<file path="config.mk">
export PLATFORM = sky130hd
export DESIGN_NAME = strip_sequencer
export DESIGN_NICKNAME = d
export VERILOG_FILES = /design/src/rtl/strip_pkg.sv /design/src/rtl/strip_len_calc.sv /design/src/rtl/strip_ptr_reg.sv /design/src/rtl/strip_ctrl.sv /design/src/rtl/strip_sequencer.sv
export SDC_FILE = /design/constraint.sdc
export NUM_CORES = 1
export LEC_CHECK = 0
export ABC_AREA = 1
export BUFFER_PORTS_ARGS = -buffer_cell sky130_fd_sc_hd__buf_2
export CAP_MARGIN = 20
export CORE_MARGIN = 2
export CORE_UTILIZATION = 50
export DETAILED_ROUTE_END_ITERATION = 8
export HOLD_SLACK_MARGIN = 0.06
export PLACE_DENSITY = 0.79
export SYNTH_ARGS = -nofsm -noshare
export SYNTH_HDL_FRONTEND = slang
export SYNTH_SLANG_ARGS = --single-unit
</file>
<file path="constraint.sdc">
create_clock -name clk -period 2.2 [get_ports clk]
set_input_delay 0.11 -clock clk [delete_from_list [all_inputs] [get_ports clk]]
set_output_delay 0.11 -clock clk [all_outputs]
set_load 0.01 [all_outputs]
</file>
<file path="src/rtl/strip_pkg.sv">
package strip_pkg;
  typedef enum logic {
    SEQ_IDLE = 1'b0,
    SEQ_RUN  = 1'b1
  } seq_state_e;

  localparam int unsigned DEF_CNT_W  = 32;
  localparam int unsigned DEF_ADDR_W = 32;
  localparam int unsigned DEF_MAX_VL = 64;
  localparam int unsigned DEF_ELEM_B = 8;
endpackage

</file>
<file path="src/rtl/strip_len_calc.sv">
// Current strip length from the remaining count. Because the leftover strip
// goes first, the remaining count is a multiple of MAX_VL after it, so the
// low bits alone pick the length.
module strip_len_calc #(
  parameter int unsigned CNT_W  = 32,
  parameter int unsigned MAX_VL = 64,
  localparam int unsigned LOW_W = $clog2(MAX_VL),
  localparam int unsigned VL_W  = LOW_W + 1
) (
  input  logic [CNT_W-1:0] remaining_i,
  output logic [VL_W-1:0]  len_o
);
  logic [LOW_W-1:0] low_bits;

  always_comb begin
    low_bits = remaining_i[LOW_W-1:0];
    if (low_bits != '0) len_o = {1'b0, low_bits};
    else                len_o = VL_W'(MAX_VL);
  end
endmodule

</file>
<file path="src/rtl/strip_ptr_reg.sv">
// One address register: loaded at start, stepped by len * ELEM_B on handshake.
module strip_ptr_reg #(
  parameter int unsigned ADDR_W = 32,
  parameter int unsigned MAX_VL = 64,
  parameter int unsigned ELEM_B = 8,
  localparam int unsigned VL_W  = $clog2(MAX_VL) + 1,
  localparam int unsigned SHIFT = $clog2(ELEM_B)
) (
  input  logic              clk,
  input  logic              rst_n,
  input  logic              load_i,
  input  logic [ADDR_W-1:0] start_addr_i,
  input  logic              adv_i,
  input  logic [VL_W-1:0]   len_i,
  output logic [ADDR_W-1:0] ptr_o
);
  logic [ADDR_W-1:0] ptr_q, ptr_d, step;
  logic              ptr_en;

  always_comb begin
    step   = ADDR_W'(len_i) << SHIFT;
    ptr_en = load_i | adv_i;
    ptr_d  = load_i ? start_addr_i : (ptr_q + step);
  end

  always_ff @(posedge clk or negedge rst_n) begin
    if (!rst_n)      ptr_q <= '0;
    else if (ptr_en) ptr_q <= ptr_d;
  end

  assign ptr_o = ptr_q;

  p_ptr_step_r4: assert property (@(posedge clk) disable iff (!rst_n)
    (adv_i && !load_i) |=> ptr_q == $past(ptr_q) + (ADDR_W'($past(len_i)) << SHIFT))
    else $error("R4 address step wrong");

  p_ptr_hold_r7: assert property (@(posedge clk) disable iff (!rst_n)
    (!adv_i && !load_i) |=> $stable(ptr_q))
    else $error("R7 address moved without handshake");
endmodule

</file>
<file path="src/rtl/strip_ctrl.sv">
// Sequence state, remaining count and done flag.
module strip_ctrl
  import strip_pkg::*;
#(
  parameter int unsigned CNT_W  = 32,
  parameter int unsigned MAX_VL = 64,
  localparam int unsigned VL_W  = $clog2(MAX_VL) + 1
) (
  input  logic             clk,
  input  logic             rst_n,
  input  logic             start_i,
  input  logic [CNT_W-1:0] n_i,
  input  logic             ready_i,
  input  logic [VL_W-1:0]  len_i,
  output logic [CNT_W-1:0] remaining_o,
  output logic             valid_o,
  output logic             load_o,
  output logic             adv_o,
  output logic             done_o
);
  seq_state_e       state_q, state_d;
  logic [CNT_W-1:0] rem_q, rem_d, len_ext;
  logic             rem_en;
  logic             done_q, done_d;
  logic             fire, last;

  always_comb begin
    len_ext = CNT_W'(len_i);
    fire    = (state_q == SEQ_RUN) && ready_i;
    last    = (rem_q == len_ext);
    state_d = state_q;
    rem_d   = rem_q;
    rem_en  = 1'b0;
    done_d  = done_q;
    load_o  = 1'b0;
    case (state_q)
      SEQ_IDLE: begin
        if (start_i) begin
          if (n_i == '0) begin
            done_d = 1'b1;
          end else begin
            done_d  = 1'b0;
            rem_d   = n_i;
            rem_en  = 1'b1;
            load_o  = 1'b1;
            state_d = SEQ_RUN;
          end
        end
      end
      SEQ_RUN: begin
        if (fire) begin
          rem_d  = rem_q - len_ext;
          rem_en = 1'b1;
          if (last) begin
            state_d = SEQ_IDLE;
            done_d  = 1'b1;
          end
        end
      end
      default: state_d = SEQ_IDLE;
    endcase
  end

  always_ff @(posedge clk or negedge rst_n) begin
    if (!rst_n) begin
      state_q <= SEQ_IDLE;
      done_q  <= 1'b0;
    end else begin
      state_q <= state_d;
      done_q  <= done_d;
    end
  end

  always_ff @(posedge clk or negedge rst_n) begin
    if (!rst_n)      rem_q <= '0;
    else if (rem_en) rem_q <= rem_d;
  end

  assign valid_o     = (state_q == SEQ_RUN);
  assign adv_o       = fire;
  assign done_o      = done_q;
  assign remaining_o = rem_q;

  p_count_r5: assert property (@(posedge clk) disable iff (!rst_n)
    (valid_o && ready_i && rem_q != CNT_W'(len_i)) |=>
      valid_o && rem_q == $past(rem_q) - CNT_W'($past(len_i)))
    else $error("R5 remaining count step wrong");

  p_full_after_r3: assert property (@(posedge clk) disable iff (!rst_n)
    (valid_o && ready_i && rem_q != CNT_W'(len_i)) |=> len_i == VL_W'(MAX_VL))
    else $error("R3 later strip not full length");

  p_last_done_r5: assert property (@(posedge clk) disable iff (!rst_n)
    (valid_o && ready_i && rem_q == CNT_W'(len_i)) |=> !valid_o && done_o)
    else $error("R5 sequence did not end after last strip");

  p_done_quiet_r5: assert property (@(posedge clk) disable iff (!rst_n)
    done_o |-> !valid_o)
    else $error("R5 valid while done");

  p_busy_start_r8: assert property (@(posedge clk) disable iff (!rst_n)
    (valid_o && !ready_i && start_i) |=> valid_o && $stable(rem_q))
    else $error("R8 start disturbed running sequence");

  p_zero_count_r6: assert property (@(posedge clk) disable iff (!rst_n)
    (!valid_o && start_i && n_i == '0) |=> !valid_o && done_o)
    else $error("R6 zero count not handled");
endmodule

</file>
<file path="src/rtl/strip_sequencer.sv">
module strip_sequencer #(
  parameter int unsigned CNT_W  = strip_pkg::DEF_CNT_W,
  parameter int unsigned ADDR_W = strip_pkg::DEF_ADDR_W,
  parameter int unsigned MAX_VL = strip_pkg::DEF_MAX_VL,
  parameter int unsigned ELEM_B = strip_pkg::DEF_ELEM_B,
  localparam int unsigned LOW_W = $clog2(MAX_VL),
  localparam int unsigned VL_W  = LOW_W + 1,
  localparam int unsigned N_PTR = 3
) (
  input  logic              clk,
  input  logic              rst_n,
  input  logic              start_i,
  input  logic [CNT_W-1:0]  n_i,
  input  logic [ADDR_W-1:0] src_a_i,
  input  logic [ADDR_W-1:0] src_b_i,
  input  logic [ADDR_W-1:0] dst_i,
  output logic              desc_valid_o,
  input  logic              desc_ready_i,
  output logic [VL_W-1:0]   desc_len_o,
  output logic [ADDR_W-1:0] desc_src_a_o,
  output logic [ADDR_W-1:0] desc_src_b_o,
  output logic [ADDR_W-1:0] desc_dst_o,
  output logic              done_o
);
  logic [CNT_W-1:0]  remaining;
  logic [VL_W-1:0]   len;
  logic              load, adv;
  logic [ADDR_W-1:0] start_addr [N_PTR];
  logic [ADDR_W-1:0] cur_addr   [N_PTR];

  assign start_addr[0] = src_a_i;
  assign start_addr[1] = src_b_i;
  assign start_addr[2] = dst_i;

  strip_ctrl #(.CNT_W(CNT_W), .MAX_VL(MAX_VL)) u_ctrl (
    .clk         (clk),
    .rst_n       (rst_n),
    .start_i     (start_i),
    .n_i         (n_i),
    .ready_i     (desc_ready_i),
    .len_i       (len),
    .remaining_o (remaining),
    .valid_o     (desc_valid_o),
    .load_o      (load),
    .adv_o       (adv),
    .done_o      (done_o)
  );

  strip_len_calc #(.CNT_W(CNT_W), .MAX_VL(MAX_VL)) u_len (
    .remaining_i (remaining),
    .len_o       (len)
  );

  for (genvar g = 0; g < N_PTR; g++) begin : g_ptr
    strip_ptr_reg #(.ADDR_W(ADDR_W), .MAX_VL(MAX_VL), .ELEM_B(ELEM_B)) u_ptr (
      .clk          (clk),
      .rst_n        (rst_n),
      .load_i       (load),
      .start_addr_i (start_addr[g]),
      .adv_i        (adv),
      .len_i        (len),
      .ptr_o        (cur_addr[g])
    );
  end

  assign desc_len_o   = len;
  assign desc_src_a_o = cur_addr[0];
  assign desc_src_b_o = cur_addr[1];
  assign desc_dst_o   = cur_addr[2];

  p_len_range_r3: assert property (@(posedge clk) disable iff (!rst_n)
    desc_valid_o |-> (desc_len_o != '0 && desc_len_o <= VL_W'(MAX_VL)))
    else $error("R3 strip length out of range");

  p_first_len_r2: assert property (@(posedge clk) disable iff (!rst_n)
    (start_i && !desc_valid_o && n_i[LOW_W-1:0] != '0) |=>
      desc_valid_o && desc_len_o == {1'b0, $past(n_i[LOW_W-1:0])})
    else $error("R2 first strip length wrong");

  p_desc_hold_r7: assert property (@(posedge clk) disable iff (!rst_n)
    (desc_valid_o && !desc_ready_i) |=>
      desc_valid_o && $stable(desc_len_o) && $stable(desc_src_a_o) &&
      $stable(desc_src_b_o) && $stable(desc_dst_o))
    else $error("R7 descriptor changed under back-pressure");
endmodule

</file>
==> impl_metrics.yaml, run 1 <==
power:
  internal-power_mw: 7.95
  power_density_nw_per_um2: 1020
  ir_drop_uv: 610
  report.power.total_mw: 14.7
  switching_share_pct: 46.0
  pwr-share-clk_pct: 20.3
  comb_power_share_pct: 48.5
  seqPwrFrac_pct: 31.2
  p_leak_nw: 7.65
  p_switching_mw: 6.77
hold_path:
  hold_class: "in -> reg"
  hold_start: "start_i"
  hold_depth: 3
sta:
  rsz0062_at_grt: "yes"
  min_period_ns: 2.25
  relSlewSlack_pct: 48.4
  setup_ws_ns: -0.0475
  fin_setup_tns_ns: -0.0897
  post-route-period-util_pct: 102
  tightest_slew_ns: 0.768
  fin_skew_ns: 0.00929
  fmax_ghz: 0.445
  hold_violations: 0
  final_max_slew_viol_count: 0
  setup_viol: 4
logic_synthesis:
  synth_cell_types: 30
  ys_seq_elements: 130
  avgSynthCellArea_um2: 6.06
  async_flop_share_pct: 100
  yosys-top-cells-count: "601 x nand2_1, 376 x nand3_1, 192 x inv_1"
  syn-cell-area_um2: 10200
  synth_most_common_cell: "nand2_1"
  yosysSeqAreaShare_pct: 31.9
  synth.top_cells.by_area: "dfrtp_1 32%, nand2_1 22%, nand3_1 18%, inv_1 7.1%, nor2_1 5.2%"
  synth_top_cell_area_share_pct: 31.9
  synth_edf_count: 0
  syn_inst: 1681
  ys.flop_type: "dfrtp_1"
  synth_warnings: 0
  yosys.area.top_type: "dfrtp_1"
status:
  outcome: "finished with violations"
  violations: "negative setup slack"
grt:
  grt_max_degree: 65
  antenna_found_initial: 1
  grt_overflow: 0
  grt_pass1_wl_um: 58900
  grt_usage_pct: 33.7
  grt_pass1_vias: 12127
critical_path:
  regToRegStartpoint: "u_ctrl.remaining_o[1]"
  worstSetupEndpoint: "u_ctrl.remaining_o[28]"
  crit_required_ns: 2.58
  cp_max_fo: 7
  critPathCaptureType: "register"
  r2r_slack_ns: -0.05
  critical_path_class: "reg -> reg"
  crit_arrival_ns: 2.62
  rr_worst_depth: 14
  critPathLaunchType: "register"
  startpoint: "u_ctrl.remaining_o[1]"
  rr_endpoint: "u_ctrl.remaining_o[28]"
die:
  io_pins: 237
  die_h_um: 147
  die_w_um: 147
  die-area_um2: 21500
  row_count: 52
  core_um2: 20100
  start_util_pct: 50.7
clock_network:
  htree_levels: 4
  clk_pin_slew_worst_paths_ns: 0.06
  cts_max_path_buffers: 2
  cts.sinks: 130
  cts_buffers: 17
  root_buffer: "clkbuf_16"
  clk_latency_ns: 0.44
  cts_tree: "done"
finish:
  syn_to_final_growth_pct: 41.8
  layout.nets: 2232
  drive_above_1_share_pct: 21.8
  fill_cells: 1534
  fin_util_pct: 71.9
  stdcell_area_um2: 14400
detailed_routing:
  finalWirelength_um: 37500
  routed_via_density: 5.51
  drc_errors: 0
  vias: 12998
  ant_nets: 0
  drtIter0Drc: 1157
  wire_per_inst_um: 15.9
  firstDrtPassIters: 6
place:
  gp_congestion: 0.944
  io_buffers: 236
  placed_cell_area_um2: 11900
  hpwlAfterDp_um: 25200
run:
  maxCapViolCount: 0
## placed cells by master (no fill, tap or decap), types with 7 or more instances in the layout
cell type	n
nor2_1	121
a21oi_1	11
nand3_1	351
ha_1	17
nor3_1	16
buf_12	7
nand4_1	38
nor2_2	14
or2_2	13
o21ai_1	14
buf_4	54
nand2_4	11
inv_1	186
o21ai_0	15
dlygate4sd3_1	127
clkbuf_16	17
buf_2	235
dfrtp_1	130
buf_6	10
nand2_1	565
xor2_1	7
nand2_2	26
nand3b_1	15
nand3_2	24
## sequential cells by signal, indices dropped and copies added (netlist names)
signal and flops:
u_ctrl.done_o 1, u_ctrl.remaining_o 32, u_ctrl.valid_o 1, g_ptr.u_ptr.ptr_o 96
## per-layer routing
layer	track usage, %	vias to the layer above	share of wire (%)
li1	-	6214	-
met1	43.9	5890	40
met2	53.7	734	46
met3	6.52	160	8.6
met4	17.5	0	5.2
met5	0	-	0
## area by class of cell
cell class              count  area (um^2)  share of cell area [%]
clock inverters            15          184                    1.27
inverters                 194          731                    5.06
diodes                      2         5.00                  0.0346
well taps                 270          338                    2.34
clock buffers              17          425                    2.94
repair buffers            433         3110                    21.5
multi-input cells        1298         6400                    44.3
flip-flops and latches    130         3250                    22.5
## logic make-up after synthesis
logic type | count (synthesis) | synth area share (%)
and+or+nand+nor | 1210 | 51.5
buffers and inverters | 254 | 9.63
DFF | 130 | 31.9
AOI/OAI and AO/OA | 53 | 2.87
adders and majority gates | 26 | 3.42
xor gates and xnor gates | 7 | 0.602
other | 1 | 0.0368
## power by group through the flow
stage               Combinational (mW)  Clock [mW]  Sequential [mW]
floorplan                         3.73           0             4.52
global placement                  6.01           0             4.48
detailed placement                6.16           0             4.50
CTS                               6.38        3.00             4.48
global route                      7.94        3.11             4.71
finish                            7.14        2.99             4.59
## metrics by stage
| stage | instances | setup slack [ns] | hold WS, ns |
|---|---|---|---|
| floorplan | 1682 | 0.152 | -0.186 |
| global placement | 2180 | 0.0185 | 0.132 |
| detailed placement | 2180 | -0.0823 | 0.132 |
| CTS | 2341 | 0.000729 | 0.0601 |
| global route | 2358 | -0.190 | 0.0976 |
| finish | 2359 | -0.0475 | 0.0726 |
## worst min-delay path by stage
stage / endpoint / slack (ns)
4_1_cts: u_ctrl.remaining_o[30] / 0.06
5_1_grt: u_ctrl.done_o / 0.1
2_1_floorplan: g_ptr[0].u_ptr.ptr_o[0] / -0.19
3_5_place_dp: g_ptr[2].u_ptr.ptr_o[5] / 0.13
6_report: u_ctrl.done_o / 0.07
3_3_place_gp: g_ptr[2].u_ptr.ptr_o[5] / 0.13
## repair_timing
| action | 4_1_cts | 5_1_grt |
|---|---|---|
| pin swaps | 1 | 28 |
| endpoints found under the setup margin | 40 | 89 |
| gates resized for setup | 8 | 127 |
| buffers inserted | 2 | 17 |
| endpoints found under the hold margin | 180 | 0 |
| hold buffers | 127 | 0 |
## critical path, stage by stage, from the launching register on
cell and delay (ns):
dfrtp_1 0.42, nor2_1 0.11, nand4_1 0.17, buf_4 0.20
ha_4 0.17, nor2_4 0.22, nand2_2 0.11, nor2_1 0.12
buf_4 0.18, nand3_4 0.10, nor2_2 0.12, nor2_1 0.05
nand2_1 0.08, nand3_2 0.07, nand2_2 0.06
Note: power is estimated with default switching activity, not from simulation.
==> run 2: changes to the inputs <==
--- a/config.mk
+++ b/config.mk
@@ -8,7 +8,6 @@
 export ABC_AREA = 1
 export BUFFER_PORTS_ARGS = -buffer_cell sky130_fd_sc_hd__buf_2
 export CAP_MARGIN = 20
-export CORE_MARGIN = 2
 export CORE_UTILIZATION = 50
 export DETAILED_ROUTE_END_ITERATION = 8
 export HOLD_SLACK_MARGIN = 0.06
==> run 2 against run 1 <==
  * The flow still finishes with violations (negative setup slack)
  * Largest cell class unchanged
  * Worst setup slack got worse by 0.037 ns
  * Combinational power rose by 0.6%
  * Routed wire length is 1.7% higher
  * Design area shrank 0.18%
  * Power rose by 1.3%
  * Non-clock buffer count did not move
==> impl_metrics.yaml, run 2 (same netlist as run 1, synthesis figures left out) <==
hold_path:
  hold_class: "in -> reg"
die:
  io_pins: 237
  die-area_um2: 20900
  start_util_pct: 51.7
  die_w_um: 145
  row_count: 51
  core_um2: 19700
  die_h_um: 145
critical_path:
  worst_path_largest_cell_delay_ns: 0.40
  crit_arrival_ns: 2.65
  r2r_slack_ns: -0.08
  slowest_stage: "dfrtp_1"
  critPathLaunchType: "register"
  worstPathCellList: "nor2_2, nand4_1, buf_4, ha_4, nor2_4, buf_6, nand2_2, nor2_1, buf_4, nand2_4, o21bai_1, nand3_1, nand2_1, nand2_1, nand2_1"
  path_buf_inv: 3
  critical_path_class: "reg -> reg"
  cp_common_cell: "nand2_1"
  critPathCaptureType: "register"
  cp_max_fo: 7
  critical_path.top_delay_family: "simple AND/OR/NAND/NOR gates"
  crit_required_ns: 2.57
sta:
  setup_ws_ns: -0.0843
  hold_violations: 0
  setup_viol: 3
  fin_skew_ns: 0.0132
  post-route-period-util_pct: 104
  relSlewSlack_pct: 50.1
  min_period_ns: 2.28
  tightest_slew_ns: 0.742
  fmax_ghz: 0.438
  rsz0062_at_grt: "yes"
  fin_setup_tns_ns: -0.122
  final_max_slew_viol_count: 0
place:
  dpl_worst_slack_ns: -0.104
  dp.cells: 2182
  gp_congestion: 0.971
  hpwlAfterDp_um: 25100
  io_buffers: 236
grt:
  grt_pass1_vias: 11832
  grt_overflow: 0
  antenna_found_initial: 0
  grt_usage_pct: 35.4
  grt_pass1_wl_um: 57700
  grt_max_degree: 72
run:
  maxCapViolCount: 0
power:
  report.power.total_mw: 14.9
  p_leak_nw: 7.64
  ir_drop_uv: 698
  switching_share_pct: 45.4
  internal-power_mw: 8.14
  p_switching_mw: 6.78
  power_density_nw_per_um2: 1030
  comb_power_share_pct: 48.1
  pwr-share-clk_pct: 20.9
  seqPwrFrac_pct: 31.0
detailed_routing:
  vias: 13130
  ant_nets: 0
  wire_per_inst_um: 16.2
  firstDrtPassIters: 8
  finalWirelength_um: 38200
  routed_via_density: 5.58
  drtIter0Drc: 1199
  drc_errors: 0
clock_network:
  root_buffer: "clkbuf_16"
  cts_buffers: 17
  clk_latency_ns: 0.43
  cts_max_path_buffers: 2
  clk_pin_slew_worst_paths_ns: 0.06
  cts_tree: "done"
  cts.sinks: 130
  htree_levels: 4
finish:
  fin_cells: 2352
  multi_input_area_um2: 6360
  syn_to_final_growth_pct: 41.6
  layout.nets: 2232
  drive_above_1_share_pct: 21.1
  final_common_cell: "nand2_1"
  mostFrequentLayoutCells: "571 x nand2_1, 355 x nand3_1, 235 x buf_2, 183 x inv_1, 130 x dfrtp_1"
  antenna_cells: 0
  fill_cells: 1575
  largest_reg_flops: 96
  regArea_um2: 3250
  fin_util_pct: 73.1
status:
  outcome: "finished with violations"
  violations: "negative setup slack"
run 2: cell types whose count changed in the layout (fill, tap and decap cells not counted), sizes merged:
cell,before,now
clkinv,7,4
bufinv,3,4
diode,2,0
inv,196,194
clkbuf,17,21
run 2: layout make-up:
type,instances,area share (%)
Multi-Input combinational cell,1298,44.1
Tap cell,265,2.30
Sequential cell,130,22.6
Inverter,194,5.07
Clock inverter,11,1.23
Clock buffer,21,3.19
Timing Repair Buffer,433,21.5
run 2: what timing repair did:
item	in CTS	in global routing
setup buffers	4	7
endpoints found under the hold margin	178	1
gates resized for setup	15	101
pin swaps	3	29
hold buffers	126	1
setup endpoints to repair	60	83
gates cloned	0	0
run 2: final timing paths:
| check | start | endpoint | depth (start not counted) |
|---|---|---|---|
| hold / removal | start_i | u_ctrl.done_o | 3 |
| max in group asynchronous | rst_n | g_ptr[1].u_ptr.ptr_o[22] | 3 |
| setup / recovery | u_ctrl.remaining_o[4] | u_ctrl.remaining_o[24] | 15 |
| setup reg to reg | u_ctrl.remaining_o[4] | u_ctrl.remaining_o[24] | 15 |
| min in group asynchronous | rst_n | g_ptr[2].u_ptr.ptr_o[4] | 2 |
| hold reg to reg | g_ptr[0].u_ptr.ptr_o[1] | g_ptr[0].u_ptr.ptr_o[1] | 2 |
run 2: power groups by stage:
| stage | Clock (mW) | Sequential (mW) | Combinational, mW |
|---|---|---|---|
| 3_5_place_dp | 0 | 4.50 | 6.27 |
| 4_1_cts | 3.15 | 4.48 | 6.54 |
| 2_1_floorplan | 0 | 4.52 | 3.73 |
| 6_report | 3.12 | 4.62 | 7.18 |
| 3_3_place_gp | 0 | 4.49 | 6.15 |
| 5_1_grt | 3.25 | 4.72 | 7.96 |
run 2: metal layers:
metal	GRT usage (%)	part of all wire (%)	vias up
met5	0	0	-
met2	58.9	47	773
met3	6.19	9.3	141
met4	13.6	3.5	0
met1	45.7	41	6012
li1	-	-	6204
run 2: worst register-to-register path: cells and delay by family (launching register included):
kind,cells,cell delay [ns]
compound gates,1,0.14
fa+ha+maj,1,0.17
buf+inv,3,0.53
flops,1,0.40
simple gates,10,0.97
run 2: metrics by stage:
stage               hold WS, ns  area, um^2
finish                   0.0789       14400
global route             0.0938       14400
CTS                      0.0645       14000
detailed placement        0.138       12000
global placement          0.129       12000
floorplan                -0.186       10200
==> run 3: changes to the inputs <==
--- a/config.mk
+++ b/config.mk
@@ -5,13 +5,12 @@
 export SDC_FILE = /design/constraint.sdc
 export NUM_CORES = 1
 export LEC_CHECK = 0
-export ABC_AREA = 1
 export BUFFER_PORTS_ARGS = -buffer_cell sky130_fd_sc_hd__buf_2
 export CAP_MARGIN = 20
-export CORE_UTILIZATION = 50
+export CORE_UTILIZATION = 48
 export DETAILED_ROUTE_END_ITERATION = 8
 export HOLD_SLACK_MARGIN = 0.06
-export PLACE_DENSITY = 0.79
+export PLACE_DENSITY = 0.78
 export SYNTH_ARGS = -nofsm -noshare
 export SYNTH_HDL_FRONTEND = slang
 export SYNTH_SLANG_ARGS = --single-unit
==> run 3 against run 2 <==
  * The run still ends with negative setup slack left
  * Worst hold slack improved by 0.019 ns
  * Count of clock-buffer cells in the layout increased by 2
  * Fmax decreased by 23%
  * Global-route usage increased by 5.1 points
  * Synthesized cell count decreased by 43%
  * Design area decreased by 1.4%
  * Via count decreased by 11%
  * Critical path depth decreased by 2
  * Critical path type unchanged
  * Largest cell class unchanged
==> impl_metrics.yaml, run 3 <==
status:
  outcome: "finished with violations"
  violations: "negative setup slack"
finish:
  layout.nets: 1602
  largest_reg_flops: 96
  final_common_cell: "buf_2"
  syn_to_final_growth_pct: 69.0
  drive_above_1_share_pct: 42.6
  fin_cells: 1686
  mostFrequentLayoutCells: "235 x buf_2, 141 x nand2_1, 129 x dfrtp_1, 127 x dlygate4sd3_1, 118 x buf_4"
  stdcell_area_um2: 14200
  fill_cells: 832
logic_synthesis:
  synth_compound_area_share_pct: 24.4
  synth_top_cell_area_share_pct: 38.7
  yosys-top-cells-count: "150 x nand2_1, 130 x dfrtp_1, 67 x nor2_1"
  synth_cell_types: 76
  yosys.area.top_type: "dfrtp_1"
  avgSynthCellArea_um2: 8.78
  muxShareOfSynthArea_pct: 1.90
  synth-adder-area-share_pct: 4.14
  synth.top_cells.by_area: "dfrtp_1 39%, nand2_1 6.7%, a221o_1 3.8%, ha_1 3.4%, nor2_1 3.0%"
  yosysSeqAreaShare_pct: 38.7
  synth_xor_area_share_pct: 1.56
  ys_seq_elements: 130
  synth_warnings: 0
  synth-simple-area-share_pct: 25.3
  async_flop_share_pct: 100
  syn_inst: 958
  synth_top_family_by_area: "simple AND/OR/NAND/NOR gates"
  synth_most_common_cell: "nand2_1"
  syn-cell-area_um2: 8410
  ys.flop_type: "dfrtp_1"
  synth_edf_count: 0
sta:
  final_max_slew_viol_count: 0
  tightest_slew_ns: 0.853
  fmax_ghz: 0.338
  rsz0062_at_grt: "yes"
  post-route-period-util_pct: 135
  fin_skew_ns: 0.0163
  hold_violations: 0
  min_period_ns: 2.96
  setup_ws_ns: -0.759
  relSlewSlack_pct: 43.0
  setup_viol: 109
  fin_setup_tns_ns: -28.90
place:
  dpl_worst_slack_ns: -0.387
  hpwlAfterDp_um: 21100
  dp.cells: 1475
  placed_cell_area_um2: 10700
  io_buffers: 236
  gp_congestion: 0.932
critical_path:
  critPathLaunchType: "register"
  critPathCaptureType: "register"
  crit_arrival_ns: 3.17
  rr_worst_depth: 13
  critical_path_class: "reg -> reg"
  crit_required_ns: 2.41
  cp_max_fo: 5
die:
  row_count: 48
  io_pins: 237
  start_util_pct: 49.0
  core_um2: 17200
  die_h_um: 134
  die-area_um2: 18100
  die_w_um: 134
grt:
  grt_pass1_vias: 10696
  grt_overflow: 0
  grt_max_degree: 69
  grt_usage_pct: 40.5
  grt_pass1_wl_um: 56800
  antenna_found_initial: 3
detailed_routing:
  routed_via_density: 6.91
  vias: 11644
  ant_nets: 0
  firstDrtPassIters: 8
  drc_errors: 0
  drtIter0Drc: 1669
  finalWirelength_um: 42900
  wire_per_inst_um: 25.5
power:
  pwr-share-clk_pct: 21.0
  power_density_nw_per_um2: 1120
  switching_share_pct: 42.4
  p_switching_mw: 6.74
  ir_drop_uv: 698
  seqPwrFrac_pct: 28.5
  report.power.total_mw: 15.9
  comb_power_share_pct: 50.5
  internal-power_mw: 9.14
  p_leak_nw: 6.48
clock_network:
  cts_tree: "done"
  clk_pin_slew_worst_paths_ns: 0.07
  cts_max_path_buffers: 2
  clk_latency_ns: 0.45
  root_buffer: "clkbuf_16"
  htree_levels: 4
  cts_buffers: 17
  cts.sinks: 130
hold_path:
  hold_depth: 3
  hold_class: "in -> reg"
run:
  maxCapViolCount: 0
[run 3: power groups by stage]
stage                     clock network, mW  logic [mW]  registers (mW)
after floorplan                           0        2.98            4.36
after global placement                    0        5.49            4.23
after detailed placement                  0        5.67            4.25
after CTS                              3.25        6.69            4.30
after global routing                   3.39        8.38            4.59
final                                  3.33        8.02            4.53
[run 3: critical path, stage by stage (launching register included)]
cell       delay [ns]
dfrtp_2          0.46
buf_4            0.15
nor2_2           0.10
and3_4           0.22
buf_6            0.12
ha_4             0.21
buf_4            0.13
buf_6            0.12
o2111ai_4        0.21
buf_6            0.18
nor2_4           0.05
buf_4            0.16
a32oi_1          0.26
nand3_1          0.33
[run 3: area by class of cell]
type | instances | area, um^2 | area share [%]
Antenna cell | 4 | 10.0 | 0.0704
Tap cell | 225 | 282 | 1.98
Clock buffer | 23 | 488 | 3.43
Inverter | 19 | 71.3 | 0.502
Timing Repair Buffer | 526 | 3930 | 27.6
Multi-Input combinational cell | 750 | 6000 | 42.2
Clock inverter | 9 | 175 | 1.23
Sequential cell | 130 | 3250 | 22.9
[run 3: logic make-up after synthesis]
| kind of cell | after synthesis |
|---|---|
| AND/OR/NAND/NOR | 421 |
| AO/OA/AOI/OAI | 268 |
| flip-flops | 130 |
| buffers and inverters | 81 |
| adder cells (fa/ha/maj) | 26 |
| multiplexers | 16 |
| XOR/XNOR | 15 |
| other | 1 |
[run 3: path summary, 6_finish.rpt]
kind / end / slack [ns] / startpoint
setup / recovery: g_ptr[1].u_ptr.ptr_o[25] / -0.76 / u_ctrl.remaining_o[0]
setup reg to reg: g_ptr[1].u_ptr.ptr_o[25] / -0.76 / u_ctrl.remaining_o[0]
min in group asynchronous: g_ptr[1].u_ptr.ptr_o[5] / 0.12 / rst_n
max in group asynchronous: g_ptr[2].u_ptr.ptr_o[1] / 1.33 / rst_n
hold reg to reg: g_ptr[0].u_ptr.ptr_o[2] / 0.48 / g_ptr[0].u_ptr.ptr_o[2]
hold / removal: u_ctrl.remaining_o[2] / 0.1 / n_i[2]
[run 3: stage by stage]
step                utilization (%)  hold slack [ns]
floorplan                         -           -0.186
detailed placement             62.3           0.0210
global placement               62.3           0.0203
global route                   82.7            0.118
finish                         82.7           0.0981
CTS                            78.1            0.119
[run 3: timing repair]
action | CTS | global route
resized for setup | 143 | 130
hold buffers | 127 | 0
pin swaps | 60 | 68
endpoints found under the hold margin | 256 | 0
endpoints found under the setup margin | 89 | 127
setup buffers | 26 | 28
cloned | 1 | 1
[run 3: metal layers]
layer	vias up	global-route usage, %	wire length [um]
li1	4610	-	-
met1	5417	48.9	14500
met2	1224	65.9	19200
met3	391	8.84	5470
met4	2	25.2	3710
met5	-	0	9
